### src/rtl/pnl_pkg.sv
package pnl_pkg;
  localparam int BCD_W = 4;

  typedef enum logic {
    ST_IDLE = 1'b0,
    ST_RUN  = 1'b1
  } seq_st_t;
endpackage

### src/rtl/pnl_sum_clamp.sv
module pnl_sum_clamp #(
  parameter int VAL_W = 14,
  parameter int MAX   = 9999
) (
  input  logic [VAL_W-1:0] value_i,
  input  logic [VAL_W-1:0] ofs_i,
  output logic [VAL_W-1:0] cnt_o,
  output logic             over_o
);
  localparam logic [VAL_W:0] MAX_W = (VAL_W+1)'(MAX);

  logic [VAL_W:0] sum;

  always_comb begin
    sum    = {1'b0, value_i} + {1'b0, ofs_i};
    over_o = (sum > MAX_W);
    cnt_o  = over_o ? MAX_W[VAL_W-1:0] : sum[VAL_W-1:0];
  end
endmodule

### src/rtl/pnl_seq.sv
module pnl_seq
  import pnl_pkg::*;
#(
  parameter int CNT_W     = 14,
  parameter int GAP_W     = 5,
  parameter int GAP_SHORT = 15,
  parameter int GAP_LONG  = 23
) (
  input  logic             clk,
  input  logic             rst,
  input  logic             start_i,
  input  logic [CNT_W-1:0] cnt_i,
  input  logic             long_i,
  output logic             busy_o,
  output logic             done_o,
  output logic             clr_o,
  output logic             inc_o
);
  localparam logic [GAP_W-1:0] RLD_S = GAP_W'(GAP_SHORT - 1);
  localparam logic [GAP_W-1:0] RLD_L = GAP_W'(GAP_LONG - 1);

  seq_st_t          st;
  logic [CNT_W-1:0] rem;
  logic [GAP_W-1:0] tmr;
  logic             lg_q;

  always_ff @(posedge clk) begin
    if (rst) begin
      st     <= ST_IDLE;
      busy_o <= 1'b0;
      done_o <= 1'b0;
      clr_o  <= 1'b0;
      inc_o  <= 1'b0;
      rem    <= '0;
      tmr    <= '0;
      lg_q   <= 1'b0;
    end else begin
      clr_o  <= 1'b0;
      inc_o  <= 1'b0;
      done_o <= 1'b0;
      case (st)
        ST_IDLE: begin
          if (start_i) begin
            st     <= ST_RUN;
            busy_o <= 1'b1;
            clr_o  <= 1'b1;
            rem    <= cnt_i;
            lg_q   <= long_i;
            tmr    <= long_i ? RLD_L : RLD_S;
          end
        end
        ST_RUN: begin
          if (rem == '0) begin
            st     <= ST_IDLE;
            busy_o <= 1'b0;
            done_o <= 1'b1;
          end else if (tmr == '0) begin
            inc_o <= 1'b1;
            rem   <= rem - 1'b1;
            tmr   <= lg_q ? RLD_L : RLD_S;
          end else begin
            tmr <= tmr - 1'b1;
          end
        end
        default: st <= ST_IDLE;
      endcase
    end
  end
endmodule

### src/rtl/pnl_bcd_model.sv
module pnl_bcd_model
  import pnl_pkg::*;
#(
  parameter int DIGITS = 4
) (
  input  logic                    clk,
  input  logic                    rst,
  input  logic                    clr_i,
  input  logic                    inc_i,
  output logic [BCD_W*DIGITS-1:0] disp_o
);
  logic [DIGITS:0] cy;

  assign cy[0] = inc_i;

  for (genvar i = 0; i < DIGITS; i++) begin : g_dig
    logic [BCD_W-1:0] d;

    always_ff @(posedge clk) begin
      if (rst || clr_i) begin
        d <= '0;
      end else if (cy[i]) begin
        d <= (d == BCD_W'(9)) ? '0 : d + 1'b1;
      end
    end

    assign cy[i+1] = cy[i] && (d == BCD_W'(9));
    assign disp_o[BCD_W*i +: BCD_W] = d;
  end
endmodule

### src/rtl/pnl_pulse_drv.sv
module pnl_pulse_drv
  import pnl_pkg::*;
#(
  parameter int DIGITS    = 4,
  parameter int VAL_W     = 14,
  parameter int GAP_SHORT = 15,
  parameter int GAP_LONG  = 23
) (
  input  logic                    clk,
  input  logic                    rst,
  input  logic                    start_i,
  input  logic [VAL_W-1:0]        value_i,
  input  logic [VAL_W-1:0]        ofs_i,
  input  logic                    long_gap_i,
  output logic                    busy_o,
  output logic                    done_o,
  output logic                    clr_o,
  output logic                    inc_o,
  output logic                    ovf_o,
  output logic [BCD_W*DIGITS-1:0] disp_o
);
  localparam int DISP_W = BCD_W * DIGITS;
  localparam int MAX    = (10 ** DIGITS) - 1;
  localparam int GAP_MX = (GAP_LONG > GAP_SHORT) ? GAP_LONG : GAP_SHORT;
  localparam int GAP_W  = $clog2(GAP_MX + 1);

  logic [VAL_W-1:0] cnt;
  logic             over;
  logic             accept;

  assign accept = start_i && !busy_o;

  pnl_sum_clamp #(.VAL_W(VAL_W), .MAX(MAX)) u_sum (
    .value_i (value_i),
    .ofs_i   (ofs_i),
    .cnt_o   (cnt),
    .over_o  (over)
  );

  pnl_seq #(
    .CNT_W(VAL_W), .GAP_W(GAP_W),
    .GAP_SHORT(GAP_SHORT), .GAP_LONG(GAP_LONG)
  ) u_seq (
    .clk     (clk),
    .rst     (rst),
    .start_i (start_i),
    .cnt_i   (cnt),
    .long_i  (long_gap_i),
    .busy_o  (busy_o),
    .done_o  (done_o),
    .clr_o   (clr_o),
    .inc_o   (inc_o)
  );

  always_ff @(posedge clk) begin
    if (rst) ovf_o <= 1'b0;
    else if (accept && over) ovf_o <= 1'b1;
  end

  pnl_bcd_model #(.DIGITS(DIGITS)) u_panel (
    .clk    (clk),
    .rst    (rst),
    .clr_i  (clr_o),
    .inc_i  (inc_o),
    .disp_o (disp_o)
  );
endmodule

### config.mk
export PLATFORM = sky130hd
export DESIGN_NAME = pnl_pulse_drv
export DESIGN_NICKNAME = d
export VERILOG_FILES = /design/src/rtl/pnl_pkg.sv /design/src/rtl/pnl_sum_clamp.sv /design/src/rtl/pnl_seq.sv /design/src/rtl/pnl_bcd_model.sv /design/src/rtl/pnl_pulse_drv.sv
export SDC_FILE = /design/constraint.sdc
export NUM_CORES = 1
export LEC_CHECK = 0
export BUFFER_PORTS_ARGS = -buffer_cell sky130_fd_sc_hd__clkbuf_2
export CORE_ASPECT_RATIO = 1.1
export CORE_MARGIN = 2
export CORE_UTILIZATION = 57
export CTS_BUF_LIST = sky130_fd_sc_hd__clkbuf_8 sky130_fd_sc_hd__clkbuf_16
export CTS_CLUSTER_SIZE = 30
export DETAILED_ROUTE_END_ITERATION = 6
export GPL_TIMING_DRIVEN = 0
export PLACE_DENSITY = 0.85
export SYNTH_ARGS = -nofsm -noshare
export SYNTH_HDL_FRONTEND = slang
export SYNTH_HIERARCHICAL = 1
export SYNTH_SLANG_ARGS = --single-unit
### constraint.sdc
create_clock -name clk -period 3.4 [get_ports clk]
set_clock_uncertainty 0.05 [all_clocks]
set_input_delay 0.17 -clock clk [delete_from_list [all_inputs] [get_ports clk]]
set_output_delay 0.17 -clock clk [all_outputs]
set_load 0.01 [all_outputs]
### After elaboration in Yosys (flattened, before gate mapping)

Index checks and enable logic that the tools add are counted.

| storage, ports and cells | value |
|---|---|
| input bits | 32 |
| output and inout bits | 21 |
| register bits | 42 |

| cells by class | value |
|---|---|
| $lt $le $gt $ge | 1 |
| bitwise gates (word level) | 1 |
| reductions and logical operators | 16 |
| mux-type cells | 23 |
| eq/ne operators | 8 |
| add/subtract/negate cells | 7 |

Operator list:

| kind | count |
|---|---|
| $mux W14 | 4 |
| $pmux W14 S2 | 1 |
| $mux W5 | 5 |
| $add A4 B1 Y4 const B | 4 |
| $eq A4 B4 Y1 const B | 4 |
| $mux W4 | 4 |
| $add A14 B14 Y15 | 1 |
| $gt A15 B14 Y1 const B | 1 |
| $logic_not A14 Y1 | 1 |
| $sub A14 B1 Y14 const B | 1 |
| $pmux W5 S2 | 1 |
| $ne A2 B2 Y1 const B | 4 |
| $mux W1 | 6 |
| $reduce_and A2 Y1 | 3 |
| $logic_and A1 B1 Y1 | 5 |
| $logic_not A5 Y1 | 1 |
| $sub A5 B1 Y5 const B | 1 |
| $pmux W1 S2 | 2 |
| $reduce_or A2 Y1 | 2 |
| $reduce_and A3 Y1 | 1 |
| $reduce_or A3 Y1 | 1 |
| $logic_not A1 Y1 | 1 |
| $logic_or A1 B1 Y1 | 1 |
| $not A1 Y1 | 1 |

### Longest topological paths before layout

Gate-level depths: netlist of the first run.

| depth | value |
|---|---|
| depth in word-level cells | 5 |
| gate-level depth with buffers | 15 |
| gate-level depth less buffers | 14 |

### By module

Netlist of the first run, hierarchy kept.

Modules (own cells, without submodules):

| module | seq. area each (µm²) | cells each | area each (µm²) | times used |
|---|---|---|---|---|
| pnl_seq | 500.5 | 185 | 1,514.0 | 1 |
| pnl_sum_clamp | 0.0 | 119 | 929.6 | 1 |
| pnl_bcd_model | 320.3 | 96 | 799.5 | 1 |
| pnl_pulse_drv | 20.0 | 4 | 36.3 | 1 |

### Worst setup path before layout of the first run

Ideal clock, no wire load.

| path | value |
|---|---|
| path kind | input -> register |
| from | input value_i[0] |
| to | register u_seq.rem[1] |
| path buffers | 0 |
| setup slack | 0.893 ns |
| library setup time | 0.086 ns |
| required time | 3.264 ns |
| stages | 14 |
| arrival | 2.371 ns |
| cell sequence | ha_1 inv_1 fa_1 nand2b_1 a21oi_1 o21ai_1 xor2_1 or2_4 o311a_4 o21ai_1 nand2b_1 o21ai_0 nor3_1 a211oi_1 |

| on the way | value |
|---|---|
| longest elaborated chain between the ends | 5 |

RTL lines:

| what | line | source |
|---|---|---|
| from (decl) | pnl_pulse_drv.sv:12 | `input logic [VAL_W-1:0] value_i,` |
| $add A14 B14 Y15 (*) | pnl_sum_clamp.sv:15 | `sum = {1'b0, value_i} + {1'b0, ofs_i};` |
| $gt A15 B14 Y1 | pnl_sum_clamp.sv:16 | `over_o = (sum > MAX_W);` |
| $mux W14 (*) | pnl_sum_clamp.sv:17 | `cnt_o = over_o ? MAX_W[VAL_W-1:0] : sum[VAL_W-1:0];` |
| named net cnt[1] | pnl_pulse_drv.sv:27 | `logic [VAL_W-1:0] cnt;` |
| $mux W14 (*) | pnl_seq.sv:43 | `if (start_i) begin` |
| $pmux W14 S2 (*) | pnl_seq.sv:41 | `case (st)` |
| to (signal assigned) | pnl_seq.sv:47 | `rem <= cnt_i;` |
| to (signal assigned) | pnl_seq.sv:59 | `rem <= rem - 1'b1;` |
| to (decl) | pnl_seq.sv:23 | `logic [CNT_W-1:0] rem;` |

The timed path passes the listed nets; every way through them passes the cells marked *. The select of a mux whose other input is x is not followed.
A chain may end at the register's enable or synchronous reset.

### Final worst setup path of the first run

| path | value |
|---|---|
| from | input value_i[0] |
| to | register u_seq.rem[6] |

The elaborated chain is that of the path after synthesis.

==> results of run 1 <==
[critical path: cells and delay by family]
kind	cells	cell delay, ps
compound gates	7	1440
fa+ha+maj	2	540
xor+xnor	1	290
simple gates	1	190
buf+inv	2	130
[logic make-up after synthesis]
family / after synthesis
simple gates: 159
compound gates: 128
flops: 42
buf+inv: 38
fa+ha+maj: 17
xor+xnor: 11
mux: 9
[final timing paths]
kind	from	endpoint	slack [ps]
worst min register to register	ovf_o	ovf_o	400
worst max-delay path	value_i[0]	u_seq/rem[6]	780
worst min-delay path	long_gap_i	u_seq/lg_q	90
worst max register to register	u_seq/rem[0]	u_seq/rem[6]	860
[report_power, final]
part | switching, mW | internal, mW
logic | 0.432 | 0.297
clock network | 0.172 | 0.216
registers | 0.0607 | 0.544
total | 0.664 | 1.06
[flip-flops by register name, indices dropped and copies added, names as in the netlist]
signal and cells:
u_seq/inc_o 1, ovf_o 1, u_seq/clr_o 1, u_seq/done_o 1, u_panel/g_dig.d 16, u_seq/rem 14
u_seq/tmr 5, u_seq/busy_o 1, u_seq/lg_q 1, u_seq/st 1
[metal layers]
metal | global-route usage | routed length [um] | up-vias
li1 | - | - | 1662
met1 | 0.318 | 3550 | 1563
met2 | 0.409 | 3770 | 134
met3 | 0.0379 | 466 | 23
met4 | 0.0975 | 181 | 0
met5 | 0 | 0 | -
[layout by cell type, fill, tap and decap left out, drive strengths merged, types with 10 or more instances in the layout]
| cell | synthesis | layout |
|---|---|---|
| clkbuf | 14 | 71 |
| dfxtp | 42 | 42 |
| nor2 | 34 | 34 |
| a21oi | 29 | 29 |
| o21ai | 23 | 23 |
| nand2 | 21 | 21 |
| inv | 17 | 18 |
| ha | 16 | 16 |
| nor2b | 14 | 14 |
| a31oi | 13 | 13 |
| nor3 | 12 | 12 |
| o31ai | 10 | 10 |
[area by class of cell]
class	count	area, sq um
multi-input cells	324	2280
fillers	470	1710
flip-flops and latches	42	841
repair buffers	53	270
plain buffers	21	93.8
well taps	75	93.8
clock buffers	5	68.8
inverters	17	63.8
clock inverters	3	41.3
==> summary.txt, run 1 <==
Clocking
  • Latest clock arrival within the worst-skew pair: 290 ps
  • Clk slew on worst S/H paths: 80 ps
  • PostCTS Resize Cnt: 0
  • TritonCTS Buffers: 5
  • H-tree Lvls: 2
  • Post-CTS setup buffer count: 0
  • Sink Count: 42
  • CTS tree: done
  • Number of hold buffers added after CTS: 1
  • CTS Buffer Depth: 2
  • Clk root buf: clkbuf_8

Setup path
  • Critical Path RT: 3530 ps
  • Critical-path cell list: clkbuf_2 -> ha_1 -> inv_1 -> fa_1 -> nand2b_1 -> a21oi_1 -> o21ai_1 -> a31oi_1 -> xnor2_1 -> o311ai_4 -> a21oi_1 -> a22oi_1 -> o32ai_1
  • Reg2Reg Depth: 8
  • CP Capture Type: flop
  • Critical path's slowest cell: fa_1
  • CP Launch Type: input pin
  • Slowest Stage Delay on Critical Path: 390 ps
  • Most frequent CP cell: a21oi_1
  • Critical path class: input pin to flop
  • Maximum fanout along the worst path: 5
  • Worst Path Arrival: 2760 ps

Route
  • Starting DRT DRC Count: 178
  • Final wirelength: 7.97 mm
  • Drt wl/cell: 14.8 um
  • Drt drc: 0
  • Via/cell ratio: 6.26
  • Post-route ant nets: 0
  • Via count: 3382
  • Pre-antenna DRT Iters: 5

Global routing
  • Initial antenna violation count: 0
  • Largest net degree at the start of global routing: 14
  • Vias in the first global route: 3058
  • Total track usage: 0.246
  • First-pass GRT wire length: 13.4 mm
  • GR Overflow Total: 0

Synth
  • Asr flop ratio synth: 0
  • Main synth FF type: dfxtp_1
  • Largest family of logic cells by synthesized area: simple AND/OR/NAND/NOR gates
  • Ys Warns: 6
  • Mux cell area share after synthesis: 0.0313
  • Largest cells by area after synthesis: dfxtp_1 26%, ha_1 6.1%, a21oi_1 4.1%
  • Post-synth cell types: 74
  • Xor/xnor cell area share of the yosys netlist: 0.0294
  • Post-synth EDFFs: 0
  • List of most frequent post-synthesis cells: 42 x dfxtp_1, 34 x nor2_1, 27 x a21oi_1
  • Synthesized Nets: 453
  • #FFs+latches synth: 42
  • Most numerous cell in the Yosys netlist: dfxtp_1
  • Synth Area in Adders: 0.0671
  • Synthesized instance count: 404
  • Syn avg cell area: 8.12 sq um
  • Sequential area share after synthesis: 0.256
  • Cell Area, Synth: 0.00328 sq mm
  • Yosys top cell by area: dfxtp_1
  • Simple-gate share of the synthesized area: 0.284
  • Synth Area in Compound Gates: 0.284
  • Yosys top cell area share: 0.256

Floorplan
  • Starting Density: 0.600
  • Die height: 83.6 um
  • Die W: 76.3 um
  • # IOs: 53
  • # rows: 28
  • Die area: 0.00638 sq mm
  • Core ar.: 0.00547 sq mm

Timing
  • Minimum clock period after layout: 2620 ps
  • Final worst setup slack: 777 ps
  • RSZ-0062 raised after global routing: no
  • Fin. max-slew vios: 0
  • Max_slew headroom: 0.466
  • Crit share post-route: 0.772
  • Worst-margin pin slew: 795 ps
  • Hold WS: 93.6 ps
  • Final Setup Violations: 0
  • Setup TNS: 0 ps
  • Max Clock Freq: 0.381 GHz
  • Fin. Hold Viols: 0

Placement
  • Port Buffers: 52
  • Placed cell count: 531
  • Routability Congestion: 0.937
  • Post-place setup slack: 538 ps
  • Placed cell area: 0.00363 sq mm
  • Hpwl dp: 6.06 mm

Final layout
  • ANT cells: 0
  • Layout net count: 513
  • Final cell count without fillers: 540
  • Share of cells above drive strength 1: 0.196
  • Area Growth Syn to Fin: 14.5%
  • Final Cell Area: 0.00375 sq mm
  • Layout Utilization: 0.687

Power
  • Cell Pwr Density: 458 mW/mm^2
  • Leak: 1.50 nW
  • Max IR drop VDD: 0.327 mV
  • Tot Pwr: 1.72 mW

Min path
  • Hold Crit Class: input pin to flop
  • Min-Delay Path Depth: 3

Flow run
  • Max-cap violation count: 0

Status
  • Run status: completed
No activity file was read; power rests on OpenSTA's default activity.
==> inputs of run 2 (changes only) <==
--- a/config.mk
+++ b/config.mk
@@ -5,15 +5,16 @@
 export SDC_FILE = /design/constraint.sdc
 export NUM_CORES = 1
 export LEC_CHECK = 0
+export ABC_AREA = 1
 export BUFFER_PORTS_ARGS = -buffer_cell sky130_fd_sc_hd__clkbuf_2
 export CORE_ASPECT_RATIO = 1.1
 export CORE_MARGIN = 2
-export CORE_UTILIZATION = 57
+export CORE_UTILIZATION = 58
 export CTS_BUF_LIST = sky130_fd_sc_hd__clkbuf_8 sky130_fd_sc_hd__clkbuf_16
 export CTS_CLUSTER_SIZE = 30
 export DETAILED_ROUTE_END_ITERATION = 6
 export GPL_TIMING_DRIVEN = 0
-export PLACE_DENSITY = 0.85
+export PLACE_DENSITY = 0.86
 export SYNTH_ARGS = -nofsm -noshare
 export SYNTH_HDL_FRONTEND = slang
 export SYNTH_HIERARCHICAL = 1
==> constraint.sdc (replaced) <==
create_clock -name clk -period 2.61 [get_ports clk]
set_clock_uncertainty 0.05 [all_clocks]
set_input_delay 0.1305 -clock clk [delete_from_list [all_inputs] [get_ports clk]]
set_output_delay 0.1305 -clock clk [all_outputs]
set_load 0.01 [all_outputs]
==> summary.txt, run 2 <==
Synth
  • Most numerous cell in the Yosys netlist: nand2_1
  • Synthesized Nets: 666
  • List of most frequent post-synthesis cells: 205 x nand2_1, 86 x inv_1, 75 x nor2_1
  • Yosys top cell by area: dfxtp_1
  • Synth Area in Adders: 0.0608
  • Largest family of logic cells by synthesized area: simple AND/OR/NAND/NOR gates
  • Xor/xnor cell area share of the yosys netlist: 0.00967
  • Asr flop ratio synth: 0
  • Main synth FF type: dfxtp_1
  • Synthesized instance count: 617
  • Sequential area share after synthesis: 0.232
  • Post-synth cell types: 36
  • Syn avg cell area: 5.87 sq um
  • Simple-gate share of the synthesized area: 0.516
  • Cell Area, Synth: 0.00362 sq mm
  • Largest cells by area after synthesis: dfxtp_1 23%, nand2_1 21%, nand3_1 9.7%
  • Ys Warns: 6
  • Post-synth EDFFs: 0
  • Yosys top cell area share: 0.232
  • Synth Area in Compound Gates: 0.0715
  • Mux cell area share after synthesis: 0
  • #FFs+latches synth: 42

Setup path
  • Critical path's top delay family: simple AND/OR/NAND/NOR gates
  • Slowest Stage Delay on Critical Path: 380 ps
  • Critical path's slowest cell: fa_1
  • Critical-path cell list: clkbuf_2 -> ha_2 -> inv_1 -> fa_1 -> inv_1 -> nand3_1 -> nand2_2 -> nand2_2 -> nand2_1 -> nand2_1 -> nand2_1 -> nand2_1 -> nor2_1 -> nand2_1 -> nand2_1 -> nand2_1 -> nand2_4 -> a21oi_1 -> nand2_1 -> a21boi_1 -> o21ai_2
  • R2R setup slack: 870 ps
  • Maximum fanout along the worst path: 7
  • CP Capture Type: flop
  • Most frequent CP cell: nand2_1
  • WP buf/inv: 3
  • Worst Path Arrival: 2480 ps
  • Critical path class: input pin to flop
  • Critical Path RT: 2750 ps
  • CP Launch Type: input pin

Route
  • Starting DRT DRC Count: 227
  • Drt wl/cell: 10.9 um
  • Via/cell ratio: 5.15
  • Post-route ant nets: 0
  • Pre-antenna DRT Iters: 4
  • Final wirelength: 8.28 mm
  • Via count: 3907
  • Drt drc: 0

Power
  • Comb pwr share: 0.442
  • Pint: 1.24 mW
  • Switching Share: 0.428
  • Net Sw Power: 0.925 mW
  • Leak: 2.16 nW
  • Cell Pwr Density: 527 mW/mm^2
  • Max IR drop VDD: 0.298 mV
  • Reg power frac: 0.353
  • Clock Power Share: 0.204

Final layout
  • Most frequent cells in the layout: 205 x nand2_1, 86 x inv_1, 75 x nor2_1, 70 x nand3_1, 52 x clkbuf_2
  • Final Cell Area: 0.00410 sq mm
  • Largest Register: u_panel/g_dig.d
  • Max reg flops: 16
  • ANT cells: 0
  • Area Growth Syn to Fin: 13.2%
  • Share of cells above drive strength 1: 0.168
  • Final cell count without fillers: 758
  • Layout net count: 726
  • Leading cell type in the layout, fill and taps excluded: nand2_1
  • Top Registers: u_panel/g_dig.d (16), u_seq/rem (14), u_seq/tmr (5)

Global routing
  • Met2 Use GR: 0.475
  • Initial antenna violation count: 0
  • Total track usage: 0.244
  • GR Util met3: 0.0239
  • GR Overflow Total: 0
  • Largest net degree at the start of global routing: 16
  • First-pass GRT wire length: 13.8 mm
  • Top Usage Layer GRT: met2
  • Met1 usage: 0.276
  • Vias in the first global route: 3448

Timing
  • Minimum clock period after layout: 2330 ps
  • Final Setup Violations: 0
  • Setup TNS: 0 ps
  • RSZ-0062 raised after global routing: no
  • Max_slew headroom: 0.677
  • Worst-margin pin slew: 485 ps
  • Fin. Hold Viols: 0
  • Fin. max-slew vios: 0
  • Crit share post-route: 0.893
  • Max Clock Freq: 0.429 GHz

Floorplan
  • Die height: 86.9 um
  • # IOs: 53
  • Starting Density: 0.592
  • Die W: 79.4 um
  • Core ar.: 0.00612 sq mm
  • Die area: 0.00690 sq mm
  • # rows: 30

Flow run
  • Max-cap violation count: 0

Clocking
  • CTS tree: done
  • TritonCTS Buffers: 5
  • Latest clock arrival within the worst-skew pair: 300 ps
  • H-tree Lvls: 2
  • CTS Buffer Depth: 2
  • Clk slew on worst S/H paths: 90 ps
  • Clk root buf: clkbuf_8
  • Sink Count: 42

Placement
  • Hpwl dp: 6.69 mm
  • Port Buffers: 52
  • Routability Congestion: 0.937
  • Placed cell area: 0.00399 sq mm
  • Placed cell count: 749

Min path
  • Hold Crit Class: input pin to flop

Status
  • Run status: completed
## run 2: changes by cell type in the layout (fill, tap and decap cells not counted), sizes merged, moves of 10 or more
cell / delta
a31oi: -12
clkbuf: -12
inv: +72
nand2: +198
nand3: +75
nor2: +52
nor2b: -14
o31ai: -10
## run 2: cells by family after synthesis
group                    Yosys count
adder cells (fa/ha/maj)           17
AND/OR/NAND/NOR                  409
AO/OA/AOI/OAI                     47
XOR/XNOR                           4
flip-flops                        42
buffers and inverters             98
## run 2: what timing repair did
action,in CTS,in global routing
endpoints found under the hold margin,1,0
gates resized for setup,0,4
hold buffers,1,0
endpoints found under the setup margin,0,9
buffers inserted,0,0
## run 2: worst min-delay path, cell delays in order
cell and delay [ps]:
clkbuf_2 80, nor2_1 40, nor2_1 100
## run 2: stage by stage
stage                      util  hold slack, ps  total power [mW]  setup slack [ps]
after global routing      0.671            39.5              2.33              15.5
after detailed placement  0.651             276              1.71             -81.0
final                     0.671            29.8              2.16               278
after floorplan               -             143              1.51               320
after global placement    0.651             268              1.68             -44.4
after CTS                 0.668            28.3              2.16               220
## run 2: area by class of cell
| type | count | area [sq um] |
|---|---|---|
| inverters | 89 | 334 |
| well taps | 80 | 100 |
| repair buffers | 53 | 270 |
| fillers | 556 | 2020 |
| plain buffers | 9 | 63.8 |
| clock inverters | 3 | 23.8 |
| multi-input cells | 477 | 2400 |
| clock buffers | 5 | 68.8 |
| flip-flops and latches | 42 | 841 |
## run 2: path summary, 6_finish.rpt
kind / from / endpoint / cells after the start
setup reg to reg: u_seq/tmr[0] / u_seq/rem[2] / 8
hold reg to reg: ovf_o / ovf_o / 2
hold / removal: long_gap_i / u_seq/lg_q / 3
setup / recovery: value_i[0] / u_seq/rem[6] / 21
## run 2: layer usage
layer | vias up | routed length, um
met4 | 0 | 87
met3 | 7 | 285
met1 | 1749 | 3550
li1 | 2067 | -
met2 | 84 | 4360
met5 | - | 0
## run 2: power by group through the flow
stage	clock (mW)	sequential, mW	combinational (mW)
2_1_floorplan	0	0.768	0.746
3_3_place_gp	0	0.776	0.905
3_5_place_dp	0	0.777	0.938
4_1_cts	0.448	0.763	0.944
5_1_grt	0.471	0.773	1.08
6_report	0.442	0.764	0.956
